`src/rtl/dcc_pkg.sv`:
```
package dcc_pkg;

  typedef enum logic [2:0] {
    S_PRE,
    S_START,
    S_DATA,
    S_SEP,
    S_EXTRA
  } seq_st_t;

  localparam logic [23:0] IDLE_BYTES = 24'hFF_00_FF;  // byte0=FF, byte1=00, byte2=FF
  localparam int          IDLE_COUNT = 3;

endpackage

```
`src/rtl/dcc_bit_timer.sv`:
```
module dcc_bit_timer #(
  parameter int unsigned HALF1 = 4640,
  parameter int unsigned HALF0 = 8000
) (
  input  logic clk,
  input  logic rst,
  input  logic bit_val,
  output logic take,
  output logic track_q
);

  localparam int unsigned HMAX = (HALF0 > HALF1) ? HALF0 : HALF1;
  localparam int CW = $clog2(HMAX + 1);

  logic          running;
  logic          cur_bit;
  logic [CW-1:0] cnt;

  assign take = !running || (!track_q && cnt == '0);

  always_ff @(posedge clk) begin
    if (rst) begin
      running <= 1'b0;
      cur_bit <= 1'b0;
      cnt     <= '0;
      track_q <= 1'b0;
    end else if (take) begin
      running <= 1'b1;
      cur_bit <= bit_val;
      cnt     <= bit_val ? CW'(HALF1 - 1) : CW'(HALF0 - 1);
      track_q <= 1'b1;
    end else if (cnt == '0) begin
      cnt     <= cur_bit ? CW'(HALF1 - 1) : CW'(HALF0 - 1);
      track_q <= 1'b0;
    end else begin
      cnt <= cnt - 1'b1;
    end
  end

  // a phase keeps its level until its counter runs out
  p_phase_hold_r2: assert property (@(posedge clk) disable iff (rst)
    (running && cnt != '0) |=> $stable(track_q));

  // every bit begins with the high phase
  p_bit_starts_high_r2: assert property (@(posedge clk) disable iff (rst)
    take |=> track_q);

endmodule

```
`src/rtl/dcc_frame_seq.sv`:
```
module dcc_frame_seq
  import dcc_pkg::*;
#(
  parameter int PRE_BITS    = 16,
  parameter int FRAME_BYTES = 6
) (
  input  logic                          clk,
  input  logic                          rst,
  input  logic                          take,
  input  logic [FRAME_BYTES*8-1:0]      frame,
  input  logic [$clog2(FRAME_BYTES+1)-1:0] frame_cnt,
  output logic                          bit_val,
  output logic                          adv
);

  localparam int PCW = $clog2(PRE_BITS);
  localparam int FCW = $clog2(FRAME_BYTES + 1);

  seq_st_t        st;
  logic [PCW-1:0] pre_cnt;
  logic [FCW-1:0] byte_idx;
  logic [2:0]     bit_idx;
  logic [7:0]     cur_byte;
  logic           last;

  assign cur_byte = frame[8*int'(byte_idx) +: 8];
  assign last     = (byte_idx == frame_cnt - 1'b1);
  assign adv      = take && (st == S_EXTRA);

  always_comb begin
    case (st)
      S_PRE:   bit_val = 1'b1;
      S_START: bit_val = 1'b0;
      S_DATA:  bit_val = cur_byte[3'd7 - bit_idx];
      S_SEP:   bit_val = last;
      default: bit_val = 1'b0;
    endcase
  end

  always_ff @(posedge clk) begin
    if (rst) begin
      st       <= S_PRE;
      pre_cnt  <= '0;
      byte_idx <= '0;
      bit_idx  <= '0;
    end else if (take) begin
      case (st)
        S_PRE: begin
          if (pre_cnt == PCW'(PRE_BITS - 1)) begin
            st      <= S_START;
            pre_cnt <= '0;
          end else begin
            pre_cnt <= pre_cnt + 1'b1;
          end
        end
        S_START: begin
          st       <= S_DATA;
          byte_idx <= '0;
          bit_idx  <= '0;
        end
        S_DATA: begin
          if (bit_idx == 3'd7) st <= S_SEP;
          bit_idx <= bit_idx + 1'b1;
        end
        S_SEP: begin
          if (last) begin
            st <= S_EXTRA;
          end else begin
            st       <= S_DATA;
            byte_idx <= byte_idx + 1'b1;
            bit_idx  <= '0;
          end
        end
        default: begin
          st      <= S_PRE;
          pre_cnt <= '0;
        end
      endcase
    end
  end

  // the preamble is followed by the start bit
  p_start_after_pre_r3: assert property (@(posedge clk) disable iff (rst)
    (take && st == S_PRE && pre_cnt == PCW'(PRE_BITS - 1)) |=> (st == S_START));

  // after the end bit comes the single trailing zero
  p_extra_after_end_r5: assert property (@(posedge clk) disable iff (rst)
    (take && st == S_SEP && last) |=> (st == S_EXTRA));

endmodule

```
`src/rtl/dcc_load_ctrl.sv`:
```
module dcc_load_ctrl
  import dcc_pkg::*;
#(
  parameter int MAX_DATA = 5,
  parameter int REP_W    = 4,
  parameter int LEN_W    = 4
) (
  input  logic                             clk,
  input  logic                             rst,
  input  logic                             ld_valid,
  input  logic [LEN_W-1:0]                 ld_len,
  input  logic [MAX_DATA*8-1:0]            ld_data,
  input  logic [REP_W-1:0]                 ld_rep,
  output logic                             ld_ready,
  input  logic                             adv,
  output logic [(MAX_DATA+1)*8-1:0]        frame,
  output logic [$clog2(MAX_DATA+2)-1:0]    frame_cnt
);

  localparam int FRAME_BYTES = MAX_DATA + 1;
  localparam int FW  = FRAME_BYTES * 8;
  localparam int FCW = $clog2(FRAME_BYTES + 1);
  localparam logic [FW-1:0] IDLE_FRAME = FW'(IDLE_BYTES);

  logic             pend_v;
  logic [FW-1:0]    pend_frame;
  logic [FCW-1:0]   pend_cnt;
  logic [REP_W-1:0] pend_rep;
  logic [REP_W-1:0] rem;

  logic             len_ok;
  logic             accept;
  logic [7:0]       chk;
  logic [FW-1:0]    data_pad;
  logic [FW-1:0]    built;

  assign len_ok   = (ld_len != '0) && (ld_len <= LEN_W'(MAX_DATA));
  assign ld_ready = !pend_v && (rem == '0);
  assign accept   = ld_valid && ld_ready;
  assign data_pad = {8'h00, ld_data};

  always_comb begin
    chk   = 8'h00;
    built = '0;
    for (int i = 0; i < MAX_DATA; i++) begin
      if (i < int'(ld_len)) chk = chk ^ ld_data[8*i +: 8];
    end
    for (int j = 0; j < FRAME_BYTES; j++) begin
      if (j < int'(ld_len))       built[8*j +: 8] = data_pad[8*j +: 8];
      else if (j == int'(ld_len)) built[8*j +: 8] = chk;
    end
  end

  always_ff @(posedge clk) begin
    if (rst) begin
      pend_v     <= 1'b0;
      pend_frame <= '0;
      pend_cnt   <= '0;
      pend_rep   <= '0;
    end else if (accept && len_ok) begin
      pend_v     <= 1'b1;
      pend_frame <= built;
      pend_cnt   <= FCW'(ld_len) + 1'b1;
      pend_rep   <= ld_rep;
    end else if (adv) begin
      pend_v <= 1'b0;
    end
  end

  always_ff @(posedge clk) begin
    if (rst) begin
      frame     <= IDLE_FRAME;
      frame_cnt <= FCW'(IDLE_COUNT);
      rem       <= '0;
    end else if (adv) begin
      if (pend_v) begin
        frame     <= pend_frame;
        frame_cnt <= pend_cnt;
        rem       <= pend_rep;
      end else if (rem != '0) begin
        rem <= rem - 1'b1;
      end else begin
        frame     <= IDLE_FRAME;
        frame_cnt <= FCW'(IDLE_COUNT);
      end
    end
  end

  // a good load closes the port
  p_busy_after_load_r9: assert property (@(posedge clk) disable iff (rst)
    (ld_valid && ld_ready && len_ok) |=> !ld_ready);

  // a bad length leaves the port open
  p_bad_len_dropped_r8: assert property (@(posedge clk) disable iff (rst)
    (ld_valid && ld_ready && !len_ok) |=> ld_ready);

  // starting a packet arms its repeat count
  p_repeat_armed_r10: assert property (@(posedge clk) disable iff (rst)
    (adv && pend_v) |=> (rem == $past(pend_rep)));

  // nothing to send means idle
  p_idle_fill_r7: assert property (@(posedge clk) disable iff (rst)
    (adv && !pend_v && rem == '0) |=> (frame == IDLE_FRAME));

endmodule

```
`src/rtl/dcc_track_gen.sv`:
```
module dcc_track_gen #(
  parameter int unsigned CLK_HZ       = 80_000_000,
  parameter int unsigned ONE_HALF_US  = 58,
  parameter int unsigned ZERO_HALF_US = 100,
  parameter int          PRE_BITS     = 16,
  parameter int          MAX_DATA     = 5,
  parameter int          REP_W        = 4,
  parameter int          LEN_W        = $clog2(MAX_DATA + 1) + 1
) (
  input  logic                  clk,
  input  logic                  rst,
  input  logic                  ld_valid,
  input  logic [LEN_W-1:0]      ld_len,
  input  logic [MAX_DATA*8-1:0] ld_data,
  input  logic [REP_W-1:0]      ld_rep,
  output logic                  ld_ready,
  output logic                  track_out
);

  localparam int FRAME_BYTES = MAX_DATA + 1;
  localparam int FCW = $clog2(FRAME_BYTES + 1);
  localparam longint unsigned HALF1_L = (longint'(CLK_HZ) * longint'(ONE_HALF_US)) / 64'd1_000_000;
  localparam longint unsigned HALF0_L = (longint'(CLK_HZ) * longint'(ZERO_HALF_US)) / 64'd1_000_000;
  localparam int unsigned HALF1 = int'(HALF1_L);
  localparam int unsigned HALF0 = int'(HALF0_L);

  logic                     take;
  logic                     bit_val;
  logic                     adv;
  logic [FRAME_BYTES*8-1:0] frame;
  logic [FCW-1:0]           frame_cnt;

  dcc_load_ctrl #(
    .MAX_DATA (MAX_DATA),
    .REP_W    (REP_W),
    .LEN_W    (LEN_W)
  ) u_load (
    .clk       (clk),
    .rst       (rst),
    .ld_valid  (ld_valid),
    .ld_len    (ld_len),
    .ld_data   (ld_data),
    .ld_rep    (ld_rep),
    .ld_ready  (ld_ready),
    .adv       (adv),
    .frame     (frame),
    .frame_cnt (frame_cnt)
  );

  dcc_frame_seq #(
    .PRE_BITS    (PRE_BITS),
    .FRAME_BYTES (FRAME_BYTES)
  ) u_seq (
    .clk       (clk),
    .rst       (rst),
    .take      (take),
    .frame     (frame),
    .frame_cnt (frame_cnt),
    .bit_val   (bit_val),
    .adv       (adv)
  );

  dcc_bit_timer #(
    .HALF1 (HALF1),
    .HALF0 (HALF0)
  ) u_timer (
    .clk     (clk),
    .rst     (rst),
    .bit_val (bit_val),
    .take    (take),
    .track_q (track_out)
  );

  // the line is quiet in the cycle after a reset
  p_quiet_after_reset_r1: assert property (@(posedge clk)
    $past(rst) |-> !track_out);

endmodule

```
`config.mk`:
```
export PLATFORM = sky130hd
export DESIGN_NAME = dcc_track_gen
export DESIGN_NICKNAME = d
export VERILOG_FILES = /design/src/rtl/dcc_pkg.sv /design/src/rtl/dcc_bit_timer.sv /design/src/rtl/dcc_frame_seq.sv /design/src/rtl/dcc_load_ctrl.sv /design/src/rtl/dcc_track_gen.sv
export SDC_FILE = /design/constraint.sdc
export NUM_CORES = 1
export LEC_CHECK = 0
export BUFFER_PORTS_ARGS = -buffer_cell sky130_fd_sc_hd__buf_4
export CORE_MARGIN = 4
export CORE_UTILIZATION = 50
export CTS_BUF_LIST = sky130_fd_sc_hd__clkbuf_16
export CTS_CLUSTER_SIZE = 24
export DETAILED_ROUTE_END_ITERATION = 8
export PLACE_DENSITY = 0.7
export SYNTH_ARGS = -nofsm -noshare
export SYNTH_HDL_FRONTEND = slang
export SYNTH_SLANG_ARGS = --single-unit
```
`constraint.sdc`:
```
create_clock -name clk -period 4.1 [get_ports clk]
set_clock_uncertainty 0.05 [all_clocks]
set_input_delay 1.23 -clock clk [delete_from_list [all_inputs] [get_ports clk]]
set_output_delay 1.23 -clock clk [all_outputs]
set_load 0.01 [all_outputs]
```
==> summary.txt, run 1 <==
Layout
  • Final Non-Filler Cells: 995
  • Layout cells sized above 1: 0.182
  • Antenna diodes: 0
  • Nets: 870
  • Post-Layout Inst Area: 0.00795 mm²
  • Synthesis-to-finish area growth: 15.4%
  • Fin util: 0.596
  • # fillers: 1171

GRT
  • GR Util met2: 0.377
  • Gr ovfl total: 0
  • GRT Util Overall: 0.237
  • First-pass GRT wire length: 30.1 mm
  • Largest net degree at the start of global routing: 49
  • Global Route met1 Usage: 0.324
  • Initial antenna violation count: 0
  • Met3 GRT Util: 0.0507
  • GR peak layer: met2
  • Number of global-route vias before repair: 5757

Placement
  • Placed Area: 0.00729 mm²
  • DP HPWL: 12.5 mm
  • IO buf count: 52
  • Place WS: 0.598 ns
  • Gpl congestion: 0.961
  • Placed cells: 963

Worst setup path
  • Crit Path Category: in -> reg
  • Crit path capture type: register
  • Arrival time worst endpoint: 3.38 ns
  • FF-to-FF End: u_load.frame[23]
  • Worst Path Max Fanout: 20
  • Critical Path Source: ld_len[1]
  • R2r startpoint: u_timer.cnt[0]
  • Critical Path RT: 4.35 ns
  • R2R cell count: 8
  • CP Launch Type: primary input
  • R2R Setup Slk: 1.47 ns
  • Crit path to: u_load.pend_frame[46]

Timing
  • Final setup vio count: 0
  • Final period utilization: 0.763
  • Slew headroom: 0.442
  • Final Hold Fails: 0
  • Total negative setup slack: 0 ns
  • RSZ-0062 raised after global routing: no
  • Max-slew violations: 0
  • Post-layout minimum cycle time: 3.13 ns
  • Setup WS post-layout: 0.971 ns
  • Slew at the pin closest to its max-slew limit: 0.837 ns
  • Max Freq: 320 MHz
  • Final hold slack: 0.407 ns

Synth
  • Largest area contributor in the netlist: dfxtp_1
  • Cell count after synthesis: 779
  • Top-area cell type share of the netlist area: 0.407
  • Synth cell types: 69
  • Synth Area per Inst: 8.85 µm²
  • Seq/Total Area, Yosys: 0.407
  • #FFs+latches synth: 140
  • Mapped Area: 0.00689 mm²
  • Ranking of synthesized cells by area: dfxtp_1 (41%), nor2_1 (5.3%), nand2_1 (5.1%)
  • Yosys warns: 0
  • Synth Flop Type: dfxtp_1
  • Syn nets: 843
  • Synth async-reset ratio: 0
  • Post-synth EDFFs: 0

Floorplanning
  • Die area: 0.0157 mm²
  • Starting density of the core: 0.516
  • Num ports: 53
  • Die X: 125 µm
  • Rows: 42
  • Die height: 125 µm
  • Area of the core: 0.0133 mm²

Job
  • Max Cap Viol: 0

Clocking
  • PostCTS Resize Cnt: 0
  • Reg clk slew, reported paths: 0.06 ns
  • CTS root buffer: clkbuf_16
  • Hold Buf Count CTS: 0
  • CTS Sinks: 140
  • Post-CTS setup buffer count: 0
  • Worst skew pair latency: 0.42 ns
  • Clock Path Buffers: 2
  • CTS tree: yes
  • Number of CTS-inserted buffers: 17
  • H-tree levels: 4

Power
  • Peak supply drop: 0.282 mV
  • Pint: 2.68 mW
  • Static leakage: 3.02 nW
  • Switch Pwr: 0.816 mW
  • Sw Share: 0.234
  • Clock share of power: 0.489
  • Power density over the cells: 439 mW/mm²
  • Power Total: 3.49 mW
  • Sequential Power Share: 0.411
  • Comb power frac: 0.100

Worst hold path
  • Hold crit path type: reg -> reg

Routing
  • Post-route antenna net violation count: 0
  • Initial DRC count: 592
  • WL/cell: 18.2 µm
  • Drt total wl: 18.1 mm
  • Vias: 5962
  • Vias per std cell: 5.99
  • # DRC: 0
  • DR pass1 iterations: 7

Status
  • Outcome: complete, no violations
==> worst min-delay path by stage <==
stage | start | end | slack [ns] | cells after the start
after floorplan | u_load.pend_frame[16] | u_load.frame[16] | 0.39 | 2
after global placement | u_load.pend_frame[4] | u_load.pend_frame[4] | 0.39 | 2
after detailed placement | u_load.pend_frame[17] | u_load.frame[17] | 0.40 | 2
after CTS | u_load.pend_frame[6] | u_load.pend_frame[6] | 0.41 | 2
after global routing | u_load.pend_frame[1] | u_load.pend_frame[1] | 0.43 | 2
final | u_load.pend_frame[6] | u_load.pend_frame[6] | 0.41 | 2
==> layout make-up <==
| class | count | area [µm²] | area share |
|---|---|---|---|
| Clock inverter | 15 | 231 | 0.0291 |
| Multi-Input combinational cell | 569 | 3740 | 0.471 |
| Inverter | 15 | 56.3 | 0.00708 |
| Tap cell | 176 | 220 | 0.0277 |
| Sequential cell | 140 | 2800 | 0.352 |
| Timing Repair Buffer | 63 | 473 | 0.0595 |
| Clock buffer | 17 | 425 | 0.0535 |
==> power groups by stage <==
| stage | clock (mW) | combinational, mW | sequential (mW) |
|---|---|---|---|
| 2_1_floorplan | 0 | 0.239 | 1.45 |
| 3_3_place_gp | 0 | 0.337 | 1.46 |
| 3_5_place_dp | 0 | 0.344 | 1.46 |
| 4_1_cts | 1.71 | 0.346 | 1.43 |
| 5_1_grt | 1.78 | 0.383 | 1.44 |
| 6_report | 1.71 | 0.350 | 1.44 |
==> synthesized netlist by cell type, types with 4 or more instances <==
| cell type | count |
|---|---|
| o22ai_1 | 18 |
| buf_4 | 5 |
| nand3_1 | 8 |
| nand2_1 | 94 |
| nor2_1 | 98 |
| o21ai_0 | 41 |
| a22oi_1 | 35 |
| inv_1 | 14 |
| xnor2_2 | 8 |
| a31oi_1 | 19 |
| clkbuf_1 | 25 |
| buf_2 | 16 |
| mux4_2 | 8 |
| nand3b_1 | 4 |
| nand2b_1 | 11 |
| buf_6 | 6 |
| and3_1 | 5 |
| o221ai_2 | 8 |
| a22o_1 | 10 |
| nor3_1 | 8 |
| xor2_1 | 6 |
| a221oi_1 | 25 |
| a21oi_1 | 47 |
| mux2i_1 | 13 |
| or2_2 | 9 |
| dfxtp_1 | 140 |
| nor2b_1 | 8 |
| ha_1 | 13 |
| xnor2_1 | 14 |
| a21oi_2 | 5 |
==> cells in the final DEF (no fill, tap or decap), types with 18 or more instances in the layout <==
| cell type | count |
|---|---|
| dfxtp_1 | 140 |
| o21ai_0 | 41 |
| o22ai_1 | 18 |
| a22oi_1 | 35 |
| buf_4 | 63 |
| inv_1 | 18 |
| a21oi_1 | 47 |
| a221oi_1 | 25 |
| nand2_1 | 94 |
| a31oi_1 | 19 |
| nor2_1 | 98 |
==> state kept, by name, summed over array words and instances (netlist names), 3 cells and up <==
signal	flops
u_load.frame_cnt	3
u_load.pend_rep	4
u_load.frame	48
u_seq.pre_cnt	4
u_load.rem	4
u_seq.byte_idx	3
u_load.pend_cnt	3
u_timer.cnt	13
u_seq.bit_idx	3
u_seq.st	3
u_load.pend_frame	48
==> cells by family after synthesis <==
| group | synth area share |
|---|---|
| flip-flops | 0.407 |
| AND/OR/NAND/NOR | 0.195 |
| buffers and inverters | 0.0503 |
| AO/OA/AOI/OAI | 0.225 |
| XOR/XNOR | 0.0476 |
| multiplexers | 0.0516 |
| adder cells (fa/ha/maj) | 0.0236 |
==> metal layers <==
layer  up-vias  share of wire  routed length (µm)
met4         0          0.013                 242
met3        20          0.064                1160
li1       2862              -                   -
met5         -              0                   0
met1      2859           0.46                8230
met2       221           0.47                8450
==> worst max-delay path, cell delays in order <==
cell	delay [ns]
buf_4	0.18
inv_1	0.15
ha_1	0.36
inv_1	0.15
a21oi_4	0.36
o221ai_2	0.19
xnor2_2	0.39
xnor2_1	0.14
a22o_1	0.21
Power figures use the tool's default switching activity.
==> run 2: changes to the inputs <==
clock period = 3.2 ns   (was 4.1 ns; I/O delays follow)
==> summary.txt, run 2 (synthesis results as in run 1) <==
Routing
  • # DRC: 0
  • Post-route antenna net violation count: 0
  • Vias: 6044
  • Drt total wl: 18.3 mm
  • WL/cell: 18.2 µm
  • DR pass1 iterations: 5
  • Vias per std cell: 6.01
  • Initial DRC count: 592

Floorplanning
  • Die X: 125 µm
  • Die area: 0.0157 mm²
  • Num ports: 53
  • Die height: 125 µm
  • Starting density of the core: 0.516
  • Rows: 42
  • Area of the core: 0.0133 mm²

Power
  • Static leakage: 3.03 nW
  • Comb power frac: 0.106
  • Peak supply drop: 0.382 mV
  • Switch Pwr: 1.08 mW
  • Clock share of power: 0.464
  • Power density over the cells: 537 mW/mm²
  • Sequential Power Share: 0.430
  • Pint: 3.21 mW
  • Sw Share: 0.251

Clocking
  • CTS tree: yes
  • Clock Path Buffers: 2
  • Reg clk slew, reported paths: 0.06 ns
  • PostCTS Resize Cnt: 0
  • CTS root buffer: clkbuf_16
  • Post-CTS setup buffer count: 0
  • H-tree levels: 4
  • CTS Sinks: 140
  • Hold Buf Count CTS: 0
  • Worst skew pair latency: 0.42 ns
  • Number of CTS-inserted buffers: 17

Worst setup path
  • Slowest stage delay, CP: 0.33 ns
  • Crit Path Category: reg -> out
  • Crit-path slowest cell: dfxtp_1
  • Crit path capture type: primary output
  • Critical Path RT: 2.19 ns
  • Worst path cell trace: inv_1 > ha_1 > nor3b_2 > and2b_1 > buf_4
  • WP buf/inv: 2
  • Worst Path Max Fanout: 4
  • Critical Path Source: u_load.rem[0]
  • Arrival time worst endpoint: 1.68 ns
  • R2r startpoint: u_seq.byte_idx[0]
  • CP delay by family, top: simple AND/OR/NAND/NOR gates
  • CP Launch Type: register

Timing
  • Final setup vio count: 0
  • Post-layout minimum cycle time: 2.69 ns
  • Slew at the pin closest to its max-slew limit: 0.780 ns
  • Slew headroom: 0.478
  • Max Freq: 371 MHz
  • RSZ-0062 raised after global routing: no
  • Final Hold Fails: 0
  • Max-slew violations: 0
  • Final period utilization: 0.842
  • Setup WS post-layout: 0.507 ns
  • Total negative setup slack: 0 ns

Status
  • Outcome: complete, no violations

Layout
  • Antenna diodes: 0
  • Fin util: 0.597
  • Most common cell after layout, fill and taps aside: dfxtp_1
  • Final Non-Filler Cells: 1005
  • Biggest regs: u_load.frame (48), u_load.pend_frame (48), u_timer.cnt (13)
  • Post-Layout Inst Area: 0.00797 mm²
  • Layout cells sized above 1: 0.197
  • Nets: 880
  • Synthesis-to-finish area growth: 15.7%
  • Commonest non-fill, non-tap cells in the layout: dfxtp_1 (140), nor2_1 (98), nand2_1 (94)

Placement
  • Place WS: 0.270 ns
  • Placed Area: 0.00737 mm²
  • DP HPWL: 13.0 mm
  • IO buf count: 52
  • Gpl congestion: 0.898
  • Placed cells: 973

GRT
  • Largest net degree at the start of global routing: 48
  • Gr ovfl total: 0
  • Initial antenna violation count: 0
  • First-pass GRT wire length: 30.0 mm
  • Number of global-route vias before repair: 5657
  • GRT Util Overall: 0.235

Worst hold path
  • Worst Hold Launch: u_load.pend_frame[4]
  • Hold crit path type: reg -> reg

Job
  • Max Cap Viol: 0
[run 2: cell count changes in the layout (fill, tap and decap cells not counted), sizes merged]
cell / before / now
buf: 63 / 73
bufinv: 6 / 3
clkinv: 4 / 7
clkinvlp: 2 / 5
inv: 18 / 15
[run 2: layer usage]
layer  GRT usage  wire (µm)
met2       0.359       8320
met4      0.0759        330
met3      0.0529       1280
met5           0          0
met1       0.331       8380
[run 2: through the flow]
step                hold WS, ns  power [mW]
CTS                       0.408        4.29
global placement          0.394        2.31
detailed placement        0.399        2.32
floorplan                 0.386        2.17
finish                    0.407        4.28
global route              0.432        4.43
[run 2: cell type report]
class,count,area [µm²]
sequential,140,2800
clock buffer,17,425
tap,176,220
multi-input combinational,569,3740
timing repair buffer,73,548
clock inverter,15,176
fill,1167,5380
inverter,15,56.3
[run 2: worst paths after layout]
kind | end | slack (ns) | cells after the start
max reg2reg | u_timer.cur_bit | 0.58 | 5
max | ld_ready | 0.51 | 5
min reg2reg | u_load.pend_frame[4] | 0.41 | 2
min | u_load.pend_frame[4] | 0.41 | 2
[run 2: power groups by stage]
stage / logic [mW] / clock network (mW) / registers, mW
after floorplan: 0.306 / 0 / 1.86
after global placement: 0.437 / 0 / 1.88
after detailed placement: 0.447 / 0 / 1.88
after global routing: 0.499 / 2.08 / 1.85
final: 0.455 / 1.98 / 1.84
after CTS: 0.451 / 2.00 / 1.84
[run 2: tightest hold or removal path: stages, from the launching register on]
cell and delay, ns:
dfxtp_1 0.31, nand2_1 0.05, a21oi_1 0.05
==> run 3: changes to the inputs <==
PLACE_DENSITY = 0.73   (was 0.7)
clock period = 2.35 ns   (was 3.2 ns; I/O delays follow)
==> summary.txt, run 3 (synthesis results as in run 1) <==
Layout
  • Commonest non-fill, non-tap cells in the layout: dfxtp_1 (138), nor2_1 (98), nand2_1 (94)
  • Antenna diodes: 0
  • Biggest regs: u_load.frame (48), u_load.pend_frame (48), u_timer.cnt (13)
  • Synthesis-to-finish area growth: 19.4%
  • Most common cell after layout, fill and taps aside: dfxtp_1
  • Layout cells sized above 1: 0.216
  • Nets: 897

Floorplanning
  • Starting density of the core: 0.516
  • Die height: 125 µm
  • Rows: 42
  • Num ports: 53
  • Die area: 0.0157 mm²
  • Area of the core: 0.0133 mm²
  • Die X: 125 µm

Timing
  • Final hold slack: 0.405 ns
  • RSZ-0062 raised after global routing: no
  • Slew at the pin closest to its max-slew limit: 0.537 ns
  • Final Hold Fails: 0
  • Total negative setup slack: 0 ns
  • Slew headroom: 0.633
  • Max Freq: 432 MHz
  • Final period utilization: 0.984
  • Post-layout minimum cycle time: 2.31 ns
  • Max-slew violations: 0
  • Final setup vio count: 0

Worst setup path
  • CP Launch Type: register
  • Crit-path slowest cell: dfxtp_2
  • Arrival time worst endpoint: 1.56 ns
  • Crit Path Category: reg -> out
  • Critical Path RT: 1.59 ns
  • Worst Path Max Fanout: 4
  • WP buf/inv: 2
  • Worst path cell trace: inv_1 > ha_1 > nor3b_4 > and2b_2 > buf_6
  • Crit path capture type: primary output
  • CP delay by family, top: simple AND/OR/NAND/NOR gates
  • Slowest stage delay, CP: 0.33 ns

Power
  • Sequential Power Share: 0.431
  • Clock share of power: 0.454
  • Peak supply drop: 0.506 mV
  • Pint: 4.37 mW
  • Switch Pwr: 1.43 mW
  • Power density over the cells: 705 mW/mm²
  • Sw Share: 0.246
  • Comb power frac: 0.115
  • Static leakage: 3.15 nW

Routing
  • Post-route antenna net violation count: 0
  • Vias: 6167
  • Drt total wl: 18.5 mm
  • WL/cell: 18.1 µm
  • DR pass1 iterations: 5
  • # DRC: 0
  • Initial DRC count: 566
  • Vias per std cell: 6.03

Clocking
  • CTS tree: yes
  • Worst skew pair latency: 0.42 ns
  • Reg clk slew, reported paths: 0.06 ns
  • CTS root buffer: clkbuf_16
  • H-tree levels: 4
  • Hold Buf Count CTS: 0
  • Clock Path Buffers: 2
  • CTS Sinks: 140
  • Number of CTS-inserted buffers: 17

GRT
  • Largest net degree at the start of global routing: 58
  • Initial antenna violation count: 0
  • GRT Util Overall: 0.235
  • Gr ovfl total: 0
  • First-pass GRT wire length: 30.3 mm
  • Number of global-route vias before repair: 5954

Status
  • Outcome: complete, no violations

Job
  • Max Cap Viol: 0

Worst hold path
  • Hold crit path type: reg -> reg

Placement
  • DP HPWL: 12.9 mm
  • Gpl congestion: 0.916
  • IO buf count: 52
run 3: cell count changes in the layout (fill, tap and decap cells not counted), moves of 2 or more:
cell        delta
clkinvlp_4     -3
inv_1          -2
inv_4          +2
buf_4          +8
buf_12         +8
clkinv_4       -2
dfxtp_2        +2
clkinv_1       +4
dfxtp_1        -2
run 3: layer usage:
layer	GRT usage	wire length [µm]	share of wire	up-vias
met1	0.311	8270	0.45	2970
met4	0.0938	471	0.025	0
met2	0.379	8680	0.47	238
met5	0	0	0	-
li1	-	-	-	2925
met3	0.0448	1120	0.060	34
run 3: final cells by class:
type                            instances  area, µm²
Sequential cell                       140       2810
Timing Repair Buffer                   90        779
Clock inverter                         15        156
Clock buffer                           17        425
Multi-Input combinational cell        569       3780
Fill cell                            1106       5120
Inverter                               15       61.3
Tap cell                              176        220
run 3: worst min-delay path: stages (launching register included):
cell,delay [ns]
dfxtp_1,0.31
nand2_1,0.05
a21oi_1,0.05
run 3: stage by stage:
| stage | cells | worst slack [ns] | power (mW) | util | instance area, µm² |
|---|---|---|---|---|---|
| CTS | 1021 | 0.0125 | 5.82 | 0.615 | 8210 |
| global route | 1022 | 0.00928 | 5.99 | 0.617 | 8230 |
| detailed placement | 987 | -0.178 | 3.20 | 0.569 | 7600 |
| floorplan | 779 | -0.0463 | 2.96 | - | 6950 |
| finish | 1022 | 0.0367 | 5.80 | 0.617 | 8230 |
| global placement | 987 | -0.136 | 3.19 | 0.569 | 7600 |
run 3: power groups by stage:
stage                     clock (mW)  combinational [mW]  sequential, mW
after global routing            2.76               0.723            2.51
after detailed placement           0               0.653            2.55
after CTS                       2.66               0.660            2.50
final                           2.63               0.665            2.50
after global placement             0               0.638            2.55
after floorplan                    0               0.429            2.53
run 3: final timing paths:
| path | start | endpoint | slack (ns) | depth (start not counted) |
|---|---|---|---|---|
| setup / recovery | u_load.rem[0] | ld_ready | 0.04 | 5 |
| hold reg to reg | u_load.pend_frame[4] | u_load.pend_frame[4] | 0.40 | 2 |
| hold / removal | u_load.pend_frame[4] | u_load.pend_frame[4] | 0.40 | 2 |
| setup reg to reg | u_load.rem[0] | u_load.pend_frame[14] | 0.05 | 9 |
run 3: timing repair:
item	CTS	global route
gates cloned	0	0
endpoints found under the setup margin	2	36
resized for setup	3	4
setup buffers	2	1
hold endpoints to repair	0	0
